### src/rtl/wdog_alarm_pkg.sv
package wdog_alarm_pkg;

  // Commands from the control to the counter datapath
  typedef struct packed {
    logic softClr;
    logic softInc;
    logic hardClr;
    logic hardInc;
  } cnt_cmd_t;

  // Limit flags returned by the datapath
  typedef struct packed {
    logic softAtLimit;
    logic hardAtLimit;
  } cnt_flag_t;

endpackage

### src/rtl/wdog_alarm_dp.sv
module wdog_alarm_dp
  import wdog_alarm_pkg::*;
#(
  parameter int SOFT_W = 4,
  parameter int HARD_W = 8
) (
  input  logic              clk,
  input  logic              rstN,
  input  logic [SOFT_W-1:0] softLimit,
  input  logic [HARD_W-1:0] hardLimit,
  input  cnt_cmd_t          cmd,
  output cnt_flag_t         flags
);

  localparam int SOFT_EW = SOFT_W + 1;
  localparam int HARD_EW = HARD_W + 1;

  logic [SOFT_W-1:0] softCnt;
  logic [HARD_W-1:0] hardCnt;

  always_ff @(posedge clk or negedge rstN) begin
    if (!rstN)            softCnt <= '0;
    else if (cmd.softClr) softCnt <= '0;
    else if (cmd.softInc) softCnt <= softCnt + 1'b1;
  end

  always_ff @(posedge clk or negedge rstN) begin
    if (!rstN)            hardCnt <= '0;
    else if (cmd.hardClr) hardCnt <= '0;
    else if (cmd.hardInc) hardCnt <= hardCnt + 1'b1;
  end

  // Reaching or passing the limit on this tick: a limit lowered mid-count fires at once
  always_comb begin
    flags.softAtLimit = ({1'b0, softCnt} + SOFT_EW'(1)) >= {1'b0, softLimit};
    flags.hardAtLimit = ({1'b0, hardCnt} + HARD_EW'(1)) >= {1'b0, hardLimit};
  end

  // once a stage expires, the control stops advancing it
  p_soft_once_r10: assert property (@(posedge clk) disable iff (!rstN)
    (cmd.softInc && flags.softAtLimit) |=> !cmd.softInc);
  p_hard_once_r10: assert property (@(posedge clk) disable iff (!rstN)
    (cmd.hardInc && flags.hardAtLimit) |=> !cmd.hardInc);

endmodule

### src/rtl/wdog_alarm_ctl.sv
module wdog_alarm_ctl
  import wdog_alarm_pkg::*;
#(
  parameter int SOFT_W  = 4,
  parameter int HARD_W  = 8,
  parameter int STRAP_W = 3,
  parameter int RST_LEN = 4
) (
  input  logic               clk,
  input  logic               rstN,
  input  logic               tick,
  input  logic               kick,
  input  logic               wdEnable,
  input  logic               softEnable,
  input  logic               relatchEnable,
  input  logic [SOFT_W-1:0]  softLimit,
  input  logic [HARD_W-1:0]  hardLimit,
  input  logic [STRAP_W-1:0] strapIn,
  input  logic               clrSoftStatus,
  input  logic               clrHardStatus,
  input  cnt_flag_t          flags,
  output cnt_cmd_t           cmd,
  output logic               resetOut,
  output logic               softStatus,
  output logic               hardStatus,
  output logic               bandCommit,
  output logic               safeSelect,
  output logic               cpuModeClr,
  output logic               agpModeClr,
  output logic               relatchStrobe,
  output logic [STRAP_W-1:0] strapValue
);

  localparam int RC_W = $clog2(RST_LEN + 1);

  logic            restart, softOn, hardOn, softHit, hardHit;
  logic            softDone, hardDone;
  logic [RC_W-1:0] rstCnt;

  always_comb begin
    restart     = kick | ~wdEnable;
    softOn      = wdEnable & softEnable & (softLimit != '0);
    hardOn      = wdEnable & (hardLimit != '0);
    cmd.softClr = restart | ~softOn;
    cmd.hardClr = restart | ~hardOn;
    cmd.softInc = tick & softOn & ~softDone & ~restart;
    cmd.hardInc = tick & hardOn & ~hardDone & ~restart;
    softHit     = cmd.softInc & flags.softAtLimit;
    hardHit     = cmd.hardInc & flags.hardAtLimit;
  end

  // A stage stays expired until the next service or disable
  always_ff @(posedge clk or negedge rstN) begin
    if (!rstN) begin
      softDone <= 1'b0;
      hardDone <= 1'b0;
    end else if (restart) begin
      softDone <= 1'b0;
      hardDone <= 1'b0;
    end else begin
      if (softHit) softDone <= 1'b1;
      if (hardHit) hardDone <= 1'b1;
    end
  end

  always_ff @(posedge clk or negedge rstN) begin
    if (!rstN) begin
      bandCommit    <= 1'b0;
      safeSelect    <= 1'b0;
      cpuModeClr    <= 1'b0;
      agpModeClr    <= 1'b0;
      relatchStrobe <= 1'b0;
    end else begin
      bandCommit    <= softHit;
      safeSelect    <= hardHit;
      cpuModeClr    <= hardHit;
      agpModeClr    <= hardHit;
      relatchStrobe <= hardHit & relatchEnable;
    end
  end

  always_ff @(posedge clk or negedge rstN) begin
    if (!rstN)                         strapValue <= '0;
    else if (hardHit && relatchEnable) strapValue <= strapIn;
  end

  // Sticky status, the set wins over a clear in the same cycle
  always_ff @(posedge clk or negedge rstN) begin
    if (!rstN) begin
      softStatus <= 1'b0;
      hardStatus <= 1'b0;
    end else begin
      softStatus <= softHit | (softStatus & ~clrSoftStatus);
      hardStatus <= hardHit | (hardStatus & ~clrHardStatus);
    end
  end

  always_ff @(posedge clk or negedge rstN) begin
    if (!rstN)                 rstCnt <= '0;
    else if (softHit | hardHit) rstCnt <= RC_W'(RST_LEN);
    else if (rstCnt != '0)     rstCnt <= rstCnt - 1'b1;
  end

  assign resetOut = (rstCnt != '0);

  p_reset_follows_r3: assert property (@(posedge clk) disable iff (!rstN)
    (softHit || hardHit) |=> resetOut);
  p_reset_min_r3: assert property (@(posedge clk) disable iff (!rstN)
    $rose(resetOut) |=> resetOut);
  p_status_hold_r11: assert property (@(posedge clk) disable iff (!rstN)
    (softStatus && !clrSoftStatus) |=> softStatus);
  p_off_quiet_r8: assert property (@(posedge clk) disable iff (!rstN)
    !wdEnable |=> (!bandCommit && !safeSelect));
  p_relatch_hard_r5: assert property (@(posedge clk) disable iff (!rstN)
    relatchStrobe |-> (safeSelect && cpuModeClr && agpModeClr));

endmodule

### src/rtl/wdog_alarm_top.sv
module wdog_alarm_top
  import wdog_alarm_pkg::*;
#(
  parameter int SOFT_W  = 4,
  parameter int HARD_W  = 8,
  parameter int STRAP_W = 3,
  parameter int RST_LEN = 4
) (
  input  logic               clk,
  input  logic               rstN,
  input  logic               tick,
  input  logic               kick,
  input  logic               wdEnable,
  input  logic               softEnable,
  input  logic               relatchEnable,
  input  logic [SOFT_W-1:0]  softLimit,
  input  logic [HARD_W-1:0]  hardLimit,
  input  logic [STRAP_W-1:0] strapIn,
  input  logic               clrSoftStatus,
  input  logic               clrHardStatus,
  output logic               resetOut,
  output logic               softStatus,
  output logic               hardStatus,
  output logic               bandCommit,
  output logic               safeSelect,
  output logic               cpuModeClr,
  output logic               agpModeClr,
  output logic               relatchStrobe,
  output logic [STRAP_W-1:0] strapValue
);

  cnt_cmd_t  cmd;
  cnt_flag_t flags;

  wdog_alarm_dp #(.SOFT_W(SOFT_W), .HARD_W(HARD_W)) dp_i (
    .clk(clk), .rstN(rstN),
    .softLimit(softLimit), .hardLimit(hardLimit),
    .cmd(cmd), .flags(flags)
  );

  wdog_alarm_ctl #(.SOFT_W(SOFT_W), .HARD_W(HARD_W), .STRAP_W(STRAP_W), .RST_LEN(RST_LEN)) ctl_i (
    .clk(clk), .rstN(rstN), .tick(tick), .kick(kick),
    .wdEnable(wdEnable), .softEnable(softEnable), .relatchEnable(relatchEnable),
    .softLimit(softLimit), .hardLimit(hardLimit), .strapIn(strapIn),
    .clrSoftStatus(clrSoftStatus), .clrHardStatus(clrHardStatus),
    .flags(flags), .cmd(cmd),
    .resetOut(resetOut), .softStatus(softStatus), .hardStatus(hardStatus),
    .bandCommit(bandCommit), .safeSelect(safeSelect),
    .cpuModeClr(cpuModeClr), .agpModeClr(agpModeClr),
    .relatchStrobe(relatchStrobe), .strapValue(strapValue)
  );

  // a service cycle never produces an alarm strobe on the next cycle
  p_kick_quiet_r7: assert property (@(posedge clk) disable iff (!rstN)
    kick |=> (!bandCommit && !safeSelect));

endmodule

### config.mk
export PLATFORM = sky130hd
export DESIGN_NAME = wdog_alarm_top
export DESIGN_NICKNAME = d
export VERILOG_FILES = /design/src/rtl/wdog_alarm_pkg.sv /design/src/rtl/wdog_alarm_dp.sv /design/src/rtl/wdog_alarm_ctl.sv /design/src/rtl/wdog_alarm_top.sv
export SDC_FILE = /design/constraint.sdc
export NUM_CORES = 1
export LEC_CHECK = 0
export BUFFER_PORTS_ARGS = -buffer_cell sky130_fd_sc_hd__buf_2
export CAP_MARGIN = 40
export CELL_PAD_IN_SITES_DETAIL_PLACEMENT = 1
export CELL_PAD_IN_SITES_GLOBAL_PLACEMENT = 1
export CORE_MARGIN = 3
export CORE_UTILIZATION = 44
export CTS_CLUSTER_SIZE = 20
export DETAILED_ROUTE_END_ITERATION = 6
export GPL_TIMING_DRIVEN = 0
export HOLD_SLACK_MARGIN = 0.05
export PLACE_DENSITY = 0.93
export SETUP_SLACK_MARGIN = 0.5
export SYNTH_ARGS = -nofsm -noshare
export SYNTH_HDL_FRONTEND = slang
export SYNTH_SLANG_ARGS = --single-unit
### constraint.sdc
create_clock -name clk -period 4.75 [get_ports clk]
set_input_delay 0.2375 -clock clk [delete_from_list [all_inputs] [get_ports clk]]
set_output_delay 0.2375 -clock clk [all_outputs]
set_load 0.01 [all_outputs]
==> run_results.csv, run 1 <==
group,metric,value,unit
yosys,synth_adder_area_share,0.130,
floorplanning,die_height,65.2,um
global_route,grt-ovfl-total,0,
setup_path,end_kind,"flop",
route,wire_per_inst,16.3,um
yosys,synth-simple-area-share,0.160,
clock_network,cts.sink_count,25,
finish,final_nets,224,
global_route,grt_pass1_wl,6380,um
power_and_ir_drop,switchingPower,132,uW
setup_path,crit_slowest_cell,"dfrtp_1",
yosys,syn_inst,144,
floorplanning,core,3200,um2
job,max_cap_violations,0,
timing,setup_viol,0,
timing,timing.hold.ws,0.123,ns
finish,final_core_util,0.564,
clock_network,numCtsBuffers,3,
finish,multi_input_area,831,um2
timing,fin_tns_setup,0,ns
global_route,grt_usage,0.196,
placed_design,gp_congestion,0.798,
route,ant_nets,0,
global_route,antenna_found_initial,0,
setup_path,cpPeakStageDelay,0.46,ns
floorplanning,dieArea,4260,um2
yosys,synth.cell_area,1540,um2
route,drcViolationCount,0,
clock_network,clk_latency,0.32,ns
setup_path,worstSetupStartpointType,"flop",
power_and_ir_drop,power.share.switching,0.294,
timing,finalCritPeriodShare,0.598,
route,drtPass1Iterations,3,
placed_design,portBuffers,34,
timing,finalHoldViolCount,0,
setup_path,crit_start,"dp_i.hardCnt[0]$_DFFE_PN0P_",
yosys,ys_seq_elements,25,
global_route,grt_max_degree,26,
setup_path,critPathMaxFanout,6,
finish,drive_above_1_share,0.284,
route,wl,3710,um
timing,max_freq,352,MHz
setup_path,path_class,"flop to flop",
clock_network,root_buffer,"clkbuf_4",
placed_design,hpwl,3070,um
yosys,synthTopCellsByArea,"dfrtp_1 (41%), ha_1 (13%), a22o_1 (4.0%), xor2_1 (4.0%), inv_1 (3.4%)",
timing,finalMaxSlewViolations,0,
setup_path,path_cells,"ha_1, nand2_1, nor2_1, xor2_1, ha_1, a211oi_1, nand2_1, a31oi_1, o21ai_1, or3_1",
timing,skew,0.00288,ns
route,initialDrtViolationCount,43,
hold_path,hp-class,"primary input to flop",
setup_path,required,4.97,ns
floorplanning,io_pins,35,
setup_path,r2r_slack,1.91,ns
finish,area_growth_syn_to_layout,16.9,%
yosys,synth_nets,184,
power_and_ir_drop,pwr_density_cell,250,nW/um2
floorplanning,die_w,65.2,um
power_and_ir_drop,internal-power,318,uW
timing,worstMarginPinSlew,0.745,ns
setup_path,r2r_end,"ctl_i.rstCnt[2]$_DFFE_PN0P_",
yosys,synth_xor_area_frac,0.0681,
finish,num_antenna_cells,0,
power_and_ir_drop,combPwrFrac,0.256,
floorplanning,fp-row-count,20,
yosys,seq_area_frac_synth,0.405,
timing,rsz0062_at_grt,"no",
finish,fillers,385,
clock_network,clk_pin_slew_worst_paths,0.13,ns
clock_network,cts_resized,0,
route,viasPerCell,5.44,
yosys,yosysTopAreaCell,"dfrtp_1",
yosys,synth_compound_area_frac,0.138,
yosys,synth_cell_types,39,
floorplanning,initial_core_util,0.482,
power_and_ir_drop,p_seq_frac,0.531,
route,vias,1234,
setup_path,setup.worst_path.end,"ctl_i.rstCnt[2]$_DFFE_PN0P_",
yosys,synth_area_per_cell,10.7,um2
timing,slew_headroom,0.503,
power_and_ir_drop,ir_drop,0.191,mV
clock_network,cts_tree,"built",
timing,fin_crit,2.84,ns
setup_path,crit_buf_inv,0,
global_route,grt_pass1_vias,1401,
power_and_ir_drop,leakagePower,1.00,nW
setup_path,cp_data_arrival_time,3.06,ns
setup_path,path_delay_family,"compound AO/OA/AOI/OAI gates",
setup_path,reg2regPathDepth,10,
yosys,synth_top_family_by_area,"simple AND/OR/NAND/NOR gates",
power_and_ir_drop,clkPwrFrac,0.213,
yosys,ys.warnings.count,0,
clock_network,clk_path_buf_depth,2,
setup_path,reg2reg_from,"dp_i.hardCnt[0]$_DFFE_PN0P_",
run_status,status,"completed",
finish,regArea,626,um2
yosys,muxShareOfSynthArea,0.0429,
clock_network,htree_levels,1,
yosys,synth.top_cell.area_share,0.405,
setup_path,crit_cells,10,
[registers in the layout (all words and copies together), names as in the netlist]
| register | flops |
|---|---|
| dp_i.softCnt | 4 |
| ctl_i.strapValue | 3 |
| ctl_i.bandCommit | 1 |
| dp_i.hardCnt | 8 |
| ctl_i.safeSelect | 1 |
| ctl_i.hardStatus | 1 |
| ctl_i.relatchStrobe | 1 |
| ctl_i.softStatus | 1 |
| ctl_i.rstCnt | 3 |
| ctl_i.softDone | 1 |
| ctl_i.hardDone | 1 |
[routing by layer]
| layer | routed length, um | up-vias | global-route usage |
|---|---|---|---|
| met5 | 0 | - | 0 |
| li1 | - | 577 | - |
| met3 | 142 | 12 | 0.0376 |
| met1 | 1410 | 611 | 0.210 |
| met4 | 104 | 0 | 0.0751 |
| met2 | 2050 | 34 | 0.374 |
[logic make-up (layout without fill, tap and decap cells)]
| logic type | after synthesis | in the layout |
|---|---|---|
| compound gates | 26 | 26 |
| fa+ha+maj | 16 | 16 |
| mux | 6 | 6 |
| xor+xnor | 12 | 12 |
| flops | 25 | 25 |
| simple gates | 40 | 40 |
| buf+inv | 19 | 58 |
[synth_stat cells]
cell type and count:
buf_2 1, mux2i_1 1, nand2_1 8, nor2b_1 1, dfrtp_1 25, and3b_1 1, buf_4 2, nand2b_1 5
o21ai_1 1, nor2_1 8, a2111oi_2 1, buf_6 1, ha_1 16, mux2_1 4, o21ai_2 1, nor2_2 1
nand3_1 6, nor3_1 1, a21o_1 2, inv_1 14, inv_2 1, nand4_1 2, a211oi_1 2, and3_1 1
or3_1 1, a31oi_1 2, o21bai_1 1, nor4_4 2, and2b_4 1, or4_4 1, nand3_2 1, a22o_1 7
o21ai_0 4, o21a_1 2, mux2_2 1, a21oi_1 2, xnor2_1 5, xor2_1 7, a2111oi_4 1
[final cells by class]
cell class	count	area share
sequential	25	0.347
multi-input combinational	100	0.460
buffer	4	0.0173
clock buffer	4	0.0146
tap	44	0.0305
timing repair buffer	35	0.0998
inverter	15	0.0312
[timing repair]
item                                   CTS  global route
setup buffers                            0             0
endpoints found under the hold margin   25             0
hold buffers                             1             0
[power groups by stage]
stage                     sequential, mW  clock, mW  combinational, mW
after floorplan                    0.241          0             0.0775
after global placement             0.241          0              0.105
after detailed placement           0.244          0              0.117
after CTS                          0.240     0.0971              0.119
after global routing               0.242      0.108              0.132
final                              0.239     0.0961              0.115
[cells in the final DEF (no fill, tap or decap), types with 5 or more instances in the layout]
master / instances
xnor2_1: 5
nand3_1: 6
nor2_1: 8
ha_1: 16
nand2_1: 8
a22o_1: 7
buf_2: 35
dfrtp_1: 25
xor2_1: 7
nand2b_1: 5
inv_1: 14
[per-stage QoR]
step | instance area [um2] | instances | total power, mW | setup WS [ns]
2_1_floorplan | 1540 | 144 | 0.319 | 2.41
6_report | 1810 | 227 | 0.451 | 1.91
5_1_grt | 1810 | 227 | 0.482 | 1.72
4_1_cts | 1810 | 227 | 0.455 | 1.90
3_5_place_dp | 1770 | 222 | 0.361 | 1.95
3_3_place_gp | 1770 | 222 | 0.347 | 2.12
[how the worst min path moves through the flow]
| stage | startpoint | end | cells past startpoint |
|---|---|---|---|
| after global routing | strapIn[2] | ctl_i.strapValue[2]$_DFFE_PN0P_ | 2 |
| after CTS | strapIn[2] | ctl_i.strapValue[2]$_DFFE_PN0P_ | 2 |
| after floorplan | rstN | ctl_i.bandCommit$_DFF_PN0_ | 0 |
| after detailed placement | rstN | ctl_i.softStatus$_DFF_PN0_ | 1 |
| final | strapIn[2] | ctl_i.strapValue[2]$_DFFE_PN0P_ | 2 |
| after global placement | rstN | ctl_i.softStatus$_DFF_PN0_ | 1 |
Power figures use the tool's default switching activity.
==> inputs of run 2 (changes only) <==
--- a/config.mk
+++ b/config.mk
@@ -10,12 +10,12 @@
 export CELL_PAD_IN_SITES_DETAIL_PLACEMENT = 1
 export CELL_PAD_IN_SITES_GLOBAL_PLACEMENT = 1
 export CORE_MARGIN = 3
-export CORE_UTILIZATION = 44
+export CORE_UTILIZATION = 41
 export CTS_CLUSTER_SIZE = 20
 export DETAILED_ROUTE_END_ITERATION = 6
 export GPL_TIMING_DRIVEN = 0
 export HOLD_SLACK_MARGIN = 0.05
-export PLACE_DENSITY = 0.93
+export PLACE_DENSITY = 0.88
 export SETUP_SLACK_MARGIN = 0.5
 export SYNTH_ARGS = -nofsm -noshare
 export SYNTH_HDL_FRONTEND = slang
==> constraint.sdc (replaced) <==
create_clock -name clk -period 2.95 [get_ports clk]
set_input_delay 0.1475 -clock clk [delete_from_list [all_inputs] [get_ports clk]]
set_output_delay 0.1475 -clock clk [all_outputs]
set_load 0.01 [all_outputs]
==> run_results.csv, run 2 (synthesized netlist as in run 1, its figures left out) <==
group,metric,value,unit
clock_network,numCtsBuffers,3,
setup_path,crit_start,"dp_i.hardCnt[0]$_DFFE_PN0P_",
placed_design,hpwl,3070,um
timing,finalCritPeriodShare,0.841,
finish,final_nets,234,
timing,rsz0062_at_grt,"yes",
clock_network,clk_pin_slew_worst_paths,0.09,ns
setup_path,end_kind,"flop",
timing,fin_tns_setup,0,ns
global_route,antenna_found_initial,0,
global_route,grt_usage,0.205,
finish,final_common_cell,"buf_2",
finish,drive_above_1_share,0.378,
timing,finalMaxSlewViolations,0,
clock_network,clk_latency,0.27,ns
finish,top_register,"dp_i.hardCnt",
setup_path,required,3.10,ns
setup_path,critPathMaxFanout,6,
route,wire_per_inst,19.4,um
hold_path,hp-class,"primary input to flop",
clock_network,cts_tree,"built",
floorplanning,core,3470,um2
floorplanning,dieArea,4540,um2
setup_path,worstSetupStartpointType,"flop",
timing,slew_headroom,0.509,
finish,num_antenna_cells,0,
timing,fin_crit,2.48,ns
timing,skew,0.00405,ns
timing,finalHoldViolCount,0,
setup_path,reg2reg_from,"dp_i.hardCnt[0]$_DFFE_PN0P_",
placed_design,portBuffers,34,
route,drtPass1Iterations,4,
global_route,grt_pass1_vias,1406,
job,max_cap_violations,0,
route,viasPerCell,5.43,
hold_path,hp-start,"strapIn[2]",
power_and_ir_drop,ir_drop,0.180,mV
setup_path,path_class,"flop to flop",
global_route,grt_max_degree,26,
global_route,grt-ovfl-total,0,
floorplanning,initial_core_util,0.445,
floorplanning,io_pins,35,
setup_path,cp_data_arrival_time,2.63,ns
clock_network,htree_levels,1,
clock_network,clk_path_buf_depth,2,
route,wl,4650,um
timing,setup_viol,0,
power_and_ir_drop,leakagePower,1.08,nW
floorplanning,die_height,67.4,um
finish,area_growth_syn_to_layout,28.9,%
run_status,status,"completed",
finish,final_cell_mix,"buf_2 (35), dfrtp_1 (25), inv_1 (14), ha_1 (14), buf_4 (12)",
route,vias,1297,
timing,max_freq,403,MHz
power_and_ir_drop,pwr_density_cell,397,nW/um2
finish,largest_register_ffs,8,
route,drcViolationCount,0,
floorplanning,die_w,67.4,um
route,initialDrtViolationCount,66,
route,ant_nets,0,
placed_design,gp_congestion,0.838,
finish,final_core_util,0.574,
timing,worstMarginPinSlew,0.737,ns
floorplanning,fp-row-count,21,
global_route,grt_pass1_wl,6710,um
clock_network,cts.sink_count,25,
finish,largestRegisters,"dp_i.hardCnt: 8 flops, dp_i.softCnt: 4 flops",
clock_network,root_buffer,"clkbuf_8",
run 2: path summary, 6_finish.rpt:
kind | endpoint | slack, ns | cells past startpoint
hold / removal | ctl_i.strapValue[2]$_DFFE_PN0P_ | 0.08 | 2
setup / recovery | ctl_i.rstCnt[2]$_DFFE_PN0P_ | 0.47 | 10
hold reg to reg | ctl_i.hardStatus$_DFF_PN0_ | 0.48 | 1
min in group asynchronous | dp_i.hardCnt[3]$_DFFE_PN0P_ | 0.39 | 2
max in group asynchronous | dp_i.softCnt[0]$_DFFE_PN0P_ | 2.18 | 2
setup reg to reg | ctl_i.rstCnt[2]$_DFFE_PN0P_ | 0.47 | 10
run 2: layer usage:
| layer | global-route usage | part of all wire |
|---|---|---|
| met1 | 0.206 | 0.36 |
| met2 | 0.404 | 0.57 |
| met3 | 0.0349 | 0.041 |
| met4 | 0.0962 | 0.028 |
| met5 | 0 | 0 |
run 2: metrics by stage:
step	total power [mW]	area [um2]	setup WS, ns	cells	hold WS, ns
final	0.791	1990	0.470	239	0.0849
after global routing	0.833	1990	0.369	239	0.112
after CTS	0.790	1900	0.524	233	0.0897
after detailed placement	0.584	1770	0.220	224	0.164
after global placement	0.560	1770	0.306	224	0.162
after floorplan	0.513	1540	0.611	144	-0.148
run 2: cell type report:
cell class                 count  area, um2
inverter                      15       56.3
multi-input combinational    100        920
timing repair buffer          45        255
clock buffer                   4       45.0
tap                           46       57.6
buffer                         4       31.3
sequential                    25        626
fill                         398       1480
run 2: critical path, cell delays in order, from the launching register on:
cell     delay, ns
dfrtp_1       0.42
ha_4          0.19
buf_4         0.13
nand3_1       0.10
xnor2_1       0.28
ha_1          0.33
nand2_1       0.09
nand2_1       0.10
a31oi_4       0.26
o21ai_4       0.12
or3_1         0.33
run 2: repair_timing:
| action | CTS | global route |
|---|---|---|
| endpoints found under the hold margin | 25 | 0 |
| setup buffers | 4 | 6 |
| pin swaps | 4 | 12 |
| hold buffers | 1 | 0 |
| gates resized for setup | 8 | 10 |
| setup endpoints to repair | 9 | 4 |
run 2: power breakdown:
part	internal [mW]	switching (mW)	total [mW]
registers	0.369	0.0171	0.386
logic	0.0947	0.103	0.198
clock network	0.0968	0.111	0.207
==> inputs of run 3 (changes only) <==
==> constraint.sdc (replaced) <==
create_clock -name clk -period 2.54 [get_ports clk]
set_input_delay 0.127 -clock clk [delete_from_list [all_inputs] [get_ports clk]]
set_output_delay 0.127 -clock clk [all_outputs]
set_load 0.01 [all_outputs]
==> run_results.csv, run 3 (synthesized netlist as in run 1, its figures left out) <==
group,metric,value,unit
route,ant_nets,0,
global_route,grt-ovfl-total,0,
placed_design,hpwl,2950,um
finish,largest_register_ffs,8,
finish,final_cell_mix,"buf_2 (35), dfrtp_1 (23), inv_1 (14)",
clock_network,clk_pin_slew_worst_paths,0.10,ns
global_route,antenna_found_initial,0,
finish,top_register,"dp_i.hardCnt",
power_and_ir_drop,ir_drop,0.227,mV
setup_path,end_kind,"flop",
setup_path,path_delay_family,"compound AO/OA/AOI/OAI gates",
floorplanning,dieArea,4540,um2
setup_path,path_cells,"ha_4, nand2_4, nor2_4, xor2_2, ha_4, a211oi_2, nand2_1, a31oi_4, o21ai_4, mux2_4",
timing,rsz0062_at_grt,"yes",
timing,timing.hold.ws,0.0598,ns
route,vias,1291,
route,wl,4540,um
placed_design,dp_slack,0.0222,ns
timing,skew,0.00964,ns
setup_path,crit_slowest_cell,"dfrtp_1",
timing,setup_slack,0.152,ns
route,wire_per_inst,19.2,um
global_route,grt_pass1_wl,7030,um
finish,num_antenna_cells,0,
timing,setup_viol,0,
route,drcViolationCount,0,
run_status,status,"completed",
clock_network,htree_levels,1,
finish,largestRegisters,"dp_i.hardCnt: 8 flops, dp_i.softCnt: 4 flops",
timing,fin_tns_setup,0,ns
floorplanning,die_height,67.4,um
timing,slew_headroom,0.512,
setup_path,path_class,"flop to flop",
timing,finalMaxSlewViolations,0,
setup_path,cp_common_cell,"ha_4",
finish,final_nets,231,
floorplanning,core,3470,um2
timing,finalHoldViolCount,0,
setup_path,required,2.71,ns
setup_path,cp_data_arrival_time,2.56,ns
setup_path,critPathMaxFanout,4,
finish,fillers,392,
clock_network,clk_path_buf_depth,2,
clock_network,root_buffer,"clkbuf_8",
job,max_cap_violations,0,
power_and_ir_drop,fin_total_pwr,963,uW
power_and_ir_drop,pwr_density_cell,468,nW/um2
floorplanning,fp-row-count,21,
setup_path,worstSetupStartpointType,"flop",
route,viasPerCell,5.47,
global_route,grt_usage,0.212,
finish,drive_above_1_share,0.426,
global_route,grt_pass1_vias,1443,
clock_network,numCtsBuffers,3,
clock_network,clk_latency,0.28,ns
global_route,grt_max_degree,26,
clock_network,cts.sink_count,25,
setup_path,cpPeakStageDelay,0.43,ns
finish,area_growth_syn_to_layout,33.3,%
setup_path,r2r_slack,0.15,ns
timing,fin_crit,2.39,ns
floorplanning,initial_core_util,0.445,
floorplanning,io_pins,35,
timing,finalCritPeriodShare,0.940,
power_and_ir_drop,leakagePower,1.08,nW
hold_path,hp-class,"primary input to flop",
clock_network,cts_tree,"built",
route,initialDrtViolationCount,77,
floorplanning,die_w,67.4,um
placed_design,portBuffers,34,
placed_design,gp_congestion,0.770,
finish,final_common_cell,"buf_2",
timing,worstMarginPinSlew,0.732,ns
route,drtPass1Iterations,4,
timing,max_freq,419,MHz
setup_path,crit_buf_inv,0,
[run 3: worst paths after layout]
check / startpoint / endpoint / cells after the start
max: dp_i.hardCnt[1]$_DFFE_PN0P_ / ctl_i.strapValue[0]$_DFFE_PN0P_ / 10
min: strapIn[1] / ctl_i.strapValue[1]$_DFFE_PN0P_ / 2
max reg2reg: dp_i.hardCnt[1]$_DFFE_PN0P_ / ctl_i.strapValue[0]$_DFFE_PN0P_ / 10
min reg2reg: ctl_i.hardStatus$_DFF_PN0_ / ctl_i.hardStatus$_DFF_PN0_ / 1
max in group asynchronous: rstN / dp_i.hardCnt[4]$_DFFE_PN0P_ / 2
min in group asynchronous: rstN / ctl_i.safeSelect$_DFF_PN0_ / 2
[run 3: worst reg2reg max path: stages (launching register included)]
cell,delay [ns]
dfrtp_1,0.43
ha_4,0.22
nand2_4,0.08
nor2_4,0.12
xor2_2,0.23
ha_4,0.25
a211oi_2,0.17
nand2_1,0.11
a31oi_4,0.24
o21ai_4,0.12
mux2_4,0.31
[run 3: through the flow]
step / instance area (um2) / std cells / utilization
finish: 2060 / 236 / 0.593
CTS: 1950 / 235 / 0.562
global placement: 1790 / 224 / 0.516
global route: 2060 / 236 / 0.593
detailed placement: 1790 / 224 / 0.516
floorplan: 1560 / 144 / -
[run 3: cell type report]
type | instances | area, um2 | share of cell area
Multi-Input combinational cell | 100 | 1000 | 0.487
Clock buffer | 3 | 41.3 | 0.0201
Sequential cell | 25 | 628 | 0.305
Timing Repair Buffer | 42 | 236 | 0.115
Tap cell | 46 | 57.6 | 0.0280
Buffer | 4 | 31.3 | 0.0152
Clock inverter | 1 | 5.00 | 0.00243
Inverter | 15 | 56.3 | 0.0274
[run 3: timing repair]
item,in CTS,in global routing
gates resized for setup,11,16
buffers inserted,6,1
endpoints found under the setup margin,11,12
hold buffers,1,0
pin swaps,8,9
hold endpoints to repair,25,0
[run 3: metal layers]
metal	up-vias	global-route usage	wire length, um
met5	-	0	0
met4	0	0.0937	108
met3	10	0.0250	136
met2	30	0.395	2480
met1	664	0.240	1810
li1	587	-	-
[run 3: report_power, final]
| group | switching [mW] | total (mW) | internal (mW) |
|---|---|---|---|
| Clock | 0.139 | 0.250 | 0.110 |
| Sequential | 0.0176 | 0.446 | 0.428 |
| Combinational | 0.131 | 0.268 | 0.137 |
| Total | 0.288 | 0.963 | 0.675 |
